`src/rtl/endp_pkg.sv`:
```
package endp_pkg;
    localparam int WORD_W     = 32;
    localparam int DESC_WORDS = 8;
    localparam int DESC_W     = WORD_W * DESC_WORDS;
    localparam int EVT_W      = 31;
    localparam int QIDX_W     = 22;
    localparam int TBLK_W     = 4;
    localparam int TIDX_W     = 19;
    localparam int PRIO_W     = 8;

    // hardware bit = WORD_W-1-n for MSB-first field bit n
    localparam int B_VALID   = WORD_W - 1 - 0;
    localparam int B_ENQ     = WORD_W - 1 - 1;
    localparam int B_UNCOND  = WORD_W - 1 - 2;
    localparam int B_QSZ_HI  = WORD_W - 1 - 12;
    localparam int B_GEN     = WORD_W - 1 - 9;
    localparam int B_FMT     = WORD_W - 1 - 8;
    localparam int B_TBLK_HI = WORD_W - 1 - 9;
    localparam int B_PRIO_HI = WORD_W - 1 - 8;

    localparam logic [PRIO_W-1:0] PRIO_OFF = 8'hFF;

    typedef enum logic [2:0] {
        S_IDLE, S_FETCH, S_CHECK, S_ENQUEUE, S_WRITEBACK, S_NOTIFY
    } state_t;

    typedef enum logic [2:0] {
        DROP_NONE     = 3'd0,
        DROP_LOOKUP   = 3'd1,
        DROP_INVALID  = 3'd2,
        DROP_MASKED   = 3'd3,
        DROP_NOUNCOND = 3'd4
    } drop_t;

    typedef struct packed {
        logic              valid;
        logic              enq;
        logic              uncond;
        logic [3:0]        qsize;
        logic              gen;
        logic [QIDX_W-1:0] qidx;
        logic [WORD_W-1:0] w1;
        logic              fmt;
        logic [TBLK_W-1:0] tblk;
        logic [TIDX_W-1:0] tidx;
        logic [PRIO_W-1:0] prio;
    } desc_t;
endpackage

```
`src/rtl/endp_decode.sv`:
```
module endp_decode
    import endp_pkg::*;
(
    input  logic [DESC_W-1:0] raw,
    output desc_t             d
);
    logic [WORD_W-1:0] w [DESC_WORDS];

    for (genvar k = 0; k < DESC_WORDS; k++) begin : g_word
        assign w[k] = raw[k*WORD_W +: WORD_W];
    end

    always_comb begin
        d.valid  = w[0][B_VALID];
        d.enq    = w[0][B_ENQ];
        d.uncond = w[0][B_UNCOND];
        d.qsize  = w[0][B_QSZ_HI -: 4];
        d.gen    = w[1][B_GEN];
        d.qidx   = w[1][QIDX_W-1:0];
        d.w1     = w[1];
        d.fmt    = w[6][B_FMT];
        d.tblk   = w[6][B_TBLK_HI -: TBLK_W];
        d.tidx   = w[6][TIDX_W-1:0];
        d.prio   = w[7][B_PRIO_HI -: PRIO_W];
    end
endmodule

```
`src/rtl/endp_qstep.sv`:
```
module endp_qstep
    import endp_pkg::*;
#(
    parameter int QBASE_LOG2 = 10
) (
    input  logic [3:0]        qsize,
    input  logic [QIDX_W-1:0] cur_idx,
    input  logic              cur_gen,
    output logic [QIDX_W-1:0] nxt_idx,
    output logic              nxt_gen
);
    localparam int LG_W = 7;

    logic [LG_W-1:0]   lg;
    logic [QIDX_W-1:0] mask;

    assign lg = LG_W'(qsize) + LG_W'(QBASE_LOG2);

    for (genvar b = 0; b < QIDX_W; b++) begin : g_mask
        assign mask[b] = (LG_W'(b) < lg);
    end

    always_comb begin
        nxt_idx = (cur_idx + 1'b1) & mask;
        nxt_gen = cur_gen ^ (nxt_idx == '0);
    end
endmodule

```
`src/rtl/endp_top.sv`:
```
module endp_top
    import endp_pkg::*;
#(
    parameter int BLK_W      = 4,
    parameter int IDX_W      = 24,
    parameter int QBASE_LOG2 = 10
) (
    input  logic                   clk,
    input  logic                   rst_n,
    input  logic                   trig_valid,
    output logic                   trig_ready,
    input  logic [BLK_W-1:0]       trig_blk,
    input  logic [IDX_W-1:0]       trig_idx,
    input  logic [30:0]            trig_data,
    output logic                   tbl_rd_req,
    output logic [BLK_W-1:0]       tbl_rd_blk,
    output logic [IDX_W-1:0]       tbl_rd_idx,
    input  logic                   tbl_rd_ack,
    input  logic                   tbl_rd_err,
    input  logic [255:0]           tbl_rd_data,
    output logic                   q_push,
    output logic [21:0]            q_slot,
    output logic [31:0]            q_entry,
    output logic                   wb_en,
    output logic [BLK_W-1:0]       wb_blk,
    output logic [IDX_W-1:0]       wb_idx,
    output logic [31:0]            wb_word1,
    output logic                   notify_valid,
    output logic                   notify_fmt,
    output logic [3:0]             notify_blk,
    output logic [18:0]            notify_idx,
    output logic [7:0]             notify_prio,
    output logic                   drop_valid,
    output logic [2:0]             drop_code
);
    state_t             state, nxt_state;
    logic [BLK_W-1:0]   blk_q;
    logic [IDX_W-1:0]   idx_q;
    logic [EVT_W-1:0]   data_q;
    logic [DESC_W-1:0]  raw_q;
    logic [WORD_W-1:0]  w1n_q;
    drop_t              res_q;
    drop_t              fin;
    desc_t              d;
    logic [QIDX_W-1:0]  nidx;
    logic               ngen;

    endp_decode u_dec (
        .raw (raw_q),
        .d   (d)
    );

    endp_qstep #(.QBASE_LOG2(QBASE_LOG2)) u_qstep (
        .qsize   (d.qsize),
        .cur_idx (d.qidx),
        .cur_gen (d.gen),
        .nxt_idx (nidx),
        .nxt_gen (ngen)
    );

    // next state
    always_comb begin
        nxt_state = state;
        unique case (state)
            S_IDLE:      if (trig_valid) nxt_state = S_FETCH;
            S_FETCH:     if (tbl_rd_ack) nxt_state = tbl_rd_err ? S_NOTIFY : S_CHECK;
            S_CHECK:     nxt_state = (d.valid && d.enq) ? S_ENQUEUE : S_NOTIFY;
            S_ENQUEUE:   nxt_state = S_WRITEBACK;
            S_WRITEBACK: nxt_state = S_NOTIFY;
            S_NOTIFY:    nxt_state = S_IDLE;
            default:     nxt_state = S_IDLE;
        endcase
    end

    // state register
    always_ff @(posedge clk or negedge rst_n) begin
        if (!rst_n) state <= S_IDLE;
        else        state <= nxt_state;
    end

    // captured trigger, descriptor and early verdicts
    always_ff @(posedge clk or negedge rst_n) begin
        if (!rst_n) begin
            blk_q  <= '0;
            idx_q  <= '0;
            data_q <= '0;
            raw_q  <= '0;
            w1n_q  <= '0;
            res_q  <= DROP_NONE;
        end else begin
            if (state == S_IDLE && trig_valid) begin
                blk_q  <= trig_blk;
                idx_q  <= trig_idx;
                data_q <= trig_data;
                res_q  <= DROP_NONE;
            end
            if (state == S_FETCH && tbl_rd_ack) begin
                if (tbl_rd_err) res_q <= DROP_LOOKUP;
                else            raw_q <= tbl_rd_data;
            end
            if (state == S_CHECK && !d.valid) res_q <= DROP_INVALID;
            if (state == S_ENQUEUE)
                w1n_q <= {d.w1[WORD_W-1:B_GEN+1], ngen, nidx};
        end
    end

    // final verdict: early drop wins, then mask, then notify condition
    always_comb begin
        if (res_q != DROP_NONE)                 fin = res_q;
        else if (!d.fmt && d.prio == PRIO_OFF)  fin = DROP_MASKED;
        else if (!d.uncond)                     fin = DROP_NOUNCOND;
        else                                    fin = DROP_NONE;
    end

    // outputs
    always_comb begin
        trig_ready   = (state == S_IDLE);
        tbl_rd_req   = (state == S_FETCH);
        tbl_rd_blk   = blk_q;
        tbl_rd_idx   = idx_q;
        q_push       = (state == S_ENQUEUE);
        q_slot       = d.qidx;
        q_entry      = {d.gen, data_q};
        wb_en        = (state == S_WRITEBACK);
        wb_blk       = blk_q;
        wb_idx       = idx_q;
        wb_word1     = w1n_q;
        notify_valid = (state == S_NOTIFY) && (fin == DROP_NONE);
        drop_valid   = (state == S_NOTIFY) && (fin != DROP_NONE);
        drop_code    = drop_valid ? fin : DROP_NONE;
        notify_fmt   = d.fmt;
        notify_blk   = d.tblk;
        notify_idx   = d.tidx;
        notify_prio  = d.fmt ? '0 : d.prio;
    end
endmodule

```
`config.mk`:
```
export PLATFORM = sky130hd
export DESIGN_NAME = endp_top
export DESIGN_NICKNAME = d
export VERILOG_FILES = /design/src/rtl/endp_pkg.sv /design/src/rtl/endp_decode.sv /design/src/rtl/endp_qstep.sv /design/src/rtl/endp_top.sv
export SDC_FILE = /design/constraint.sdc
export NUM_CORES = 1
export LEC_CHECK = 0
export ABC_AREA = 1
export ABC_CLOCK_PERIOD_IN_PS = 2000
export BUFFER_PORTS_ARGS = -buffer_cell sky130_fd_sc_hd__buf_2
export CAP_MARGIN = 0
export CORE_AREA = 8 8 188 190
export CTS_CLUSTER_DIAMETER = 40
export DETAILED_ROUTE_END_ITERATION = 10
export DIE_AREA = 0 0 196 198
export PLACE_DENSITY = 0.57
export SLEW_MARGIN = 20
export SYNTH_ARGS = -nofsm -noshare
export SYNTH_HDL_FRONTEND = slang
export SYNTH_SLANG_ARGS = --single-unit
```
`constraint.sdc`:
```
create_clock -name clk -period 2 [get_ports clk]
set_clock_uncertainty 0.05 [all_clocks]
set_input_delay 0.1 -clock clk [delete_from_list [all_inputs] [get_ports clk]]
set_output_delay 0.1 -clock clk [all_outputs]
set_load 0.1 [all_outputs]
```
# After elaboration in Yosys (flattened, before gate mapping)
# Cells that the tools add are included.
# W data, S select, Z words.
[totals]
register_bits = 345
input_bits = 320
elab_cells = 72
out_inout_bits = 183
[classes]
n_reduce_logical = 16
magnitude_cmp = 22
n_bitwise = 3
n_addsub = 2
n_mux = 14
n_eq_ne = 8
[ops]
columns = ["cell", "n"]
rows = [
  ["$lt A4 B7 Y1 const A", 8],
  ["$lt A5 B7 Y1 const A", 6],
  ["$mux W3", 12],
  ["$lt A3 B7 Y1 const A", 4],
  ["$add A22 B1 Y22 const B", 1],
  ["$and A22 B22 Y22", 1],
  ["$logic_not A22 Y1", 1],
  ["$pmux W3 S5", 1],
  ["$lt A1 B7 Y1 const A", 2],
  ["$lt A2 B7 Y1 const A", 2],
  ["$eq A8 B8 Y1 const B", 1],
  ["$mux W8", 1],
  ["$logic_and A1 B1 Y1", 7],
  ["$eq A3 B2 Y1 const B", 2],
  ["$eq A3 B3 Y1 const B", 2],
  ["$logic_not A3 Y1", 2],
  ["$reduce_bool A3 Y1", 2],
  ["$add A4 B4 Y5 const B", 1],
  ["$reduce_and A2 Y1", 2],
  ["$eq A3 B1 Y1 const B", 1],
  ["$logic_not A1 Y1", 2],
  ["$ne A2 B1 Y1 const B", 1],
  ["$ne A2 B2 Y1 const B", 1],
  ["$not A1 Y1", 1],
  ["$xor A1 B1 Y1", 1],
]

# Longest topological paths before layout
[depth]
word_depth = 7
depth_mapped = 16

# By module
# A second synthesis with hierarchy kept.
[unflattened]
hier_cells = 1934
hier_area_um2 = 16113.0
[modules_own_cells]
columns = ["module", "seq_area_each_um2", "cells_per_inst", "area_per_inst_um2", "n_inst"]
rows = [
  ["endp_top", 8833.5, 1587, 14202.4, 1],
  ["endp_qstep", 0.0, 253, 1204.9, 1],
  ["endp_decode", 0.0, 94, 705.7, 1],
]

# Worst setup path after synthesis
# No wires, ideal clock.
[synth_timing]
kind = "register -> output"
startpoint = "register raw_q[215]"
endpoint = "output drop_code[1]"
arrival_ns = 4.128
setup_slack_ns = -2.278
path_stages_with_launch = 7
cell_sequence = "dfrtp_1 clkbuf_1 nor2_1 nand3_1 nand3_1 nand2_1 nor2_1"
[synth_via]
elab_chain_len = 7
[synth_lines]
columns = ["item", "line_no", "source"]
rows = [
  ["start: declaration", "endp_top.sv:40", "logic [DESC_W-1:0] raw_q;"],
  ["start signal: assignment", "endp_top.sv:99", "else raw_q <= tbl_rd_data;"],
  ["$logic_not A1 Y1 *", "endp_top.sv:110", "else if (!d.fmt && d.prio == PRIO_OFF) fin = DROP_MASKED;"],
  ["$logic_and A1 B1 Y1 *", "endp_top.sv:110", ""],
  ["$mux W3 *", "endp_top.sv:110", ""],
  ["$mux W3 *", "endp_top.sv:109", "if (res_q != DROP_NONE) fin = res_q;"],
  ["$reduce_bool A3 Y1", "endp_top.sv:129", "drop_valid = (state == S_NOTIFY) && (fin != DROP_NONE);"],
  ["$logic_and A1 B1 Y1", "endp_top.sv:129", ""],
  ["$mux W3 *", "endp_top.sv:130", "drop_code = drop_valid ? fin : DROP_NONE;"],
  ["end: declaration", "endp_top.sv:34", "output logic [2:0] drop_code"],
]
# Every way passes the cells marked *; elsewhere a longest branch is shown, timed or not.

# Final worst setup path
[layout_timing]
startpoint = "register raw_q[18]"
endpoint = "register w1n_q[22], in the netlist wb_word1[22]"
[layout_via]
elab_chain_len = 5
word_cells_on_any_way = 26
[layout_lines]
columns = ["item", "line_no", "source"]
rows = [
  ["$add A4 B4 Y5 *", "endp_qstep.sv:17", "assign lg = LG_W'(qsize) + LG_W'(QBASE_LOG2);"],
  ["$lt A1 B7 Y1, or another cell as far along", "endp_qstep.sv:20", "assign mask[b] = (LG_W'(b) < lg);"],
  ["$and A22 B22 Y22 *", "endp_qstep.sv:24", "nxt_idx = (cur_idx + 1'b1) & mask;"],
  ["$logic_not A22 Y1 *", "endp_qstep.sv:25", "nxt_gen = cur_gen ^ (nxt_idx == '0);"],
  ["$xor A1 B1 Y1 *", "endp_qstep.sv:25", ""],
  ["end signal: assignment", "endp_top.sv:103", "w1n_q <= {d.w1[WORD_W-1:B_GEN+1], ngen, nidx};"],
  ["end: declaration", "endp_top.sv:41", "logic [WORD_W-1:0] w1n_q;"],
]
# Marks and branches as above.
# A chain may end at the register's enable or synchronous reset.

==> metrics.md <==
| Metric | Value |
|---|---|
| Final core utilization | `38.5%` |
| Kind of cell adding the most delay to the critical path | `simple AND/OR/NAND/NOR gates` |
| Synthesis-to-finish area growth | `50.1%` |
| Routed Antenna Nets | `0` |
| Post-DP HPWL | `a little over 20000 um` |
| Routed WL per cell | `16.2 um` |
| Yosys cell types | `34` |
| Seq/Total Area, Yosys | `between 50% and 60%` |
| Die Width | `196 um` |
| Relative slew margins | `approximately 64%` |
| Final worst path period share | `98.8%` |
| Rows | `66` |
| Async set-reset flop share out of synthesis | `100%` |
| Achievable Freq | `roughly 510 MHz` |
| Initial Util | `25.7%` |
| Compound-Gate Fraction of Synth Area | `7.02%` |
| Adder-cell area share of the yosys netlist | `less than 1%` |
| Top post-synthesis cells by area | `dfrtp_1, mux2_2, buf_4` |
| First-pass DRT Iterations | `4` |
| Max Slew Vio Count | `0` |
| Drt first-iter violations | `240` |
| Critical path class | `reg -> reg` |
| Post-synth top area share | `50.8%` |
| Worst-margin pin slew | `between 0.5 and 0.6 ns` |
| Overall via count from detail_route | `between 7000 and 8000` |
| IO Count | `just over 500` |
| Synth warn | `0` |
| Post-route minimum period | `1.98 ns` |
| Setup-failing EPs final | `0` |
| TritonCTS clock tree | `built` |
| Drt drc | `0` |
| Multiplexer share of the synthesized area | `12.5%` |
| Dpl ws | `-0.0844 ns` |
| Largest family of logic cells by synthesized area | `simple AND/OR/NAND/NOR gates` |
| Most common cell in the netlist | `dfrtp_1` |
| Worst-path cell chain | `nand2_1 > buf_4 > nand2_1 > clkinv_2 > o21ai_1 > nand3_1 > nand2_1 > nor2_1 > nand2_1 > nor2_1 > nand2_1 > nand2_1 > nand3_1 > nand2_1` |
| Initial antenna violation count | `0` |
| Arrival @ worst endpoint | `2.25 ns` |
| Post-synth EDFFs | `0` |
| Buffer and inverter count on the worst path | `2` |
| Crit start category | `flop` |
| Gr usage total | `around 14%` |
| Critical-path maximum fanout | `10` |
| CP Data Required Time | `~2.3 ns` |
| Mean cell area of the mapped netlist | `9.87 um2` |
| Number of buffers created by CTS | `17` |
| Post-Route WL | `between 20000 and 30000 um` |
| Worst-skew pair later-pin latency | `0.44 ns` |
| Vias per inst | `4.26` |
| Area of the core | `32200 um2` |
| Critical Path End Type | `flop` |
| Post-synth top flop | `dfrtp_1` |
| Root buf cell | `clkbuf_16` |
| Hold crit path type | `in -> async` |
| XOR/XNOR Fraction of Synth Area | `0%` |
| Worst path slowest cell | `dfrtp_2` |
| Syn_nets | `1164` |
| Synth Cell Area | `between 8000 and 9000 um2` |
| Max_cap viols | `0` |
| Final worst slack | `0.0243 ns` |
| Number of synthesized register bits | `roughly 170` |
| Die height | `about 200 um` |
| Clock Sinks | `168` |
| Synth top cells by count | `dfrtp_1, nand2_1, nor2_1` |
| Share of layout cells above drive strength 1 | `48.2%` |
| Most frequent CP cell | `nand2_1` |
| Mapped Cells | `838` |
| RSZ-0062 raised after global routing | `yes` |
| Grt total ovfl | `0` |
| Largest net degree at the start of global routing | `52` |
| Dominant cell type by area after synthesis | `dfrtp_1` |
| First-pass GRT wire length | `roughly 43000 um` |
| Post-synthesis simple-gate area fraction | `between 10% and 20%` |
| CP peak stage delay | `0.42 ns` |
| Outcome | `completed` |
| CTS max path bufs | `2` |
| Register clock-pin slew on the reported worst setup and hold paths | `0.07 ns` |
| Final hold viol count | `0` |
| Fin nets | `1596` |
| Die area | `38800 um2` |
| PortBufs | `317` |
| H-tree lvl count | `4` |
| Vias in the first global route | `7749` |
| Placer Congestion | `~0.86` |
final timing paths:
path | start | end | slack (ns) | depth (start not counted)
max | raw_q[18] | wb_word1[22] | 0.02 | 14
min | rst_n | raw_q[243] | 0.14 | 2
max reg2reg | raw_q[18] | wb_word1[22] | 0.02 | 14
min reg2reg | raw_q[63] | wb_word1[31] | 0.42 | 2
max in group asynchronous | rst_n | raw_q[40] | 1.02 | 3
min in group clk | trig_data[23] | data_q[23] | 0.37 | 3
cell usage in the layout, fill, tap and decap left out, drive strengths merged:
master       count
buf            378
dfrtp          168
nand2          149
dlygate4sd3    135
nor2           103
mux2            90
inv             73
a21oi           50
o21ai           39
nand3           38
clkbuf          18
nand4            9
clkinv           8
nor3             6
ha               6
diode            5
clkinvlp         3
nor4             3
a31o             1
a211oi           1
nand3b           1
or2              1
and2             1
a31oi            1
o31ai            1
logic make-up (layout without fill, tap and decap cells):
group	after synthesis	count (layout)
flip-flops	168	168
buffers and inverters	170	615
adder cells (fa/ha/maj)	6	6
multiplexers	90	90
AO/OA/AOI/OAI	93	93
AND/OR/NAND/NOR	311	311
other	0	5
metrics by stage:
| stage | std cells | setup TNS, ns | hold WS [ns] | cell area (um2) |
|---|---|---|---|---|
| floorplan | 838 | -20.95 | -0.246 | 8350 |
| finish | 1696 | 0 | 0.138 | 12400 |
| global placement | 1513 | -0.0689 | 0.0573 | 10300 |
| detailed placement | 1513 | -0.0844 | 0.0585 | 10300 |
| global route | 1691 | -0.249 | 0.176 | 12400 |
| CTS | 1684 | -0.0380 | 0.147 | 12200 |
worst reg2reg max path, cell delays in order, from the launching register on:
cell      delay, ns
dfrtp_2        0.42
nand2_1        0.12
buf_4          0.16
nand2_1        0.12
clkinv_2       0.17
o21ai_1        0.13
nand3_1        0.21
nand2_1        0.12
nor2_1         0.04
nand2_1        0.05
nor2_1         0.04
nand2_1        0.09
nand2_1        0.06
nand3_1        0.06
nand2_1        0.05
flip-flops by register name, indices dropped and copies added, names as in the netlist:
name	flops
raw_q	71
wb_word1	32
tbl_rd_idx	24
tbl_rd_blk	4
state	3
res_q	3
data_q	31
layer usage:
| metal | wire length (um) | global-route usage, % | vias to the layer above | share of wire, % |
|---|---|---|---|---|
| li1 | - | - | 3520 | - |
| met1 | 11600 | 16.9 | 3478 | 42 |
| met2 | 13600 | 23.3 | 210 | 49 |
| met3 | 1910 | 4.74 | 23 | 7.0 |
| met4 | 401 | 5.03 | 0 | 1.5 |
| met5 | 0 | 0 | - | 0 |
layout make-up:
class | instances | area, um2
clock buffer | 18 | 429
inverter | 70 | 268
fill | 3198 | 19800
timing repair buffer | 513 | 3560
antenna | 5 | 12.5
sequential | 168 | 4220
tap | 408 | 510
multi-input combinational | 500 | 3300
clock inverter | 14 | 119
repair_timing:
action,4_1_cts,5_1_grt
setup endpoints to repair,6,6
resized for setup,18,32
hold endpoints to repair,182,0
buffers inserted,4,7
hold buffers,135,0
pin swaps,7,13
Power is not shown: default switching activity piles up to over one toggle a cycle in this logic, so the estimate is an artifact.
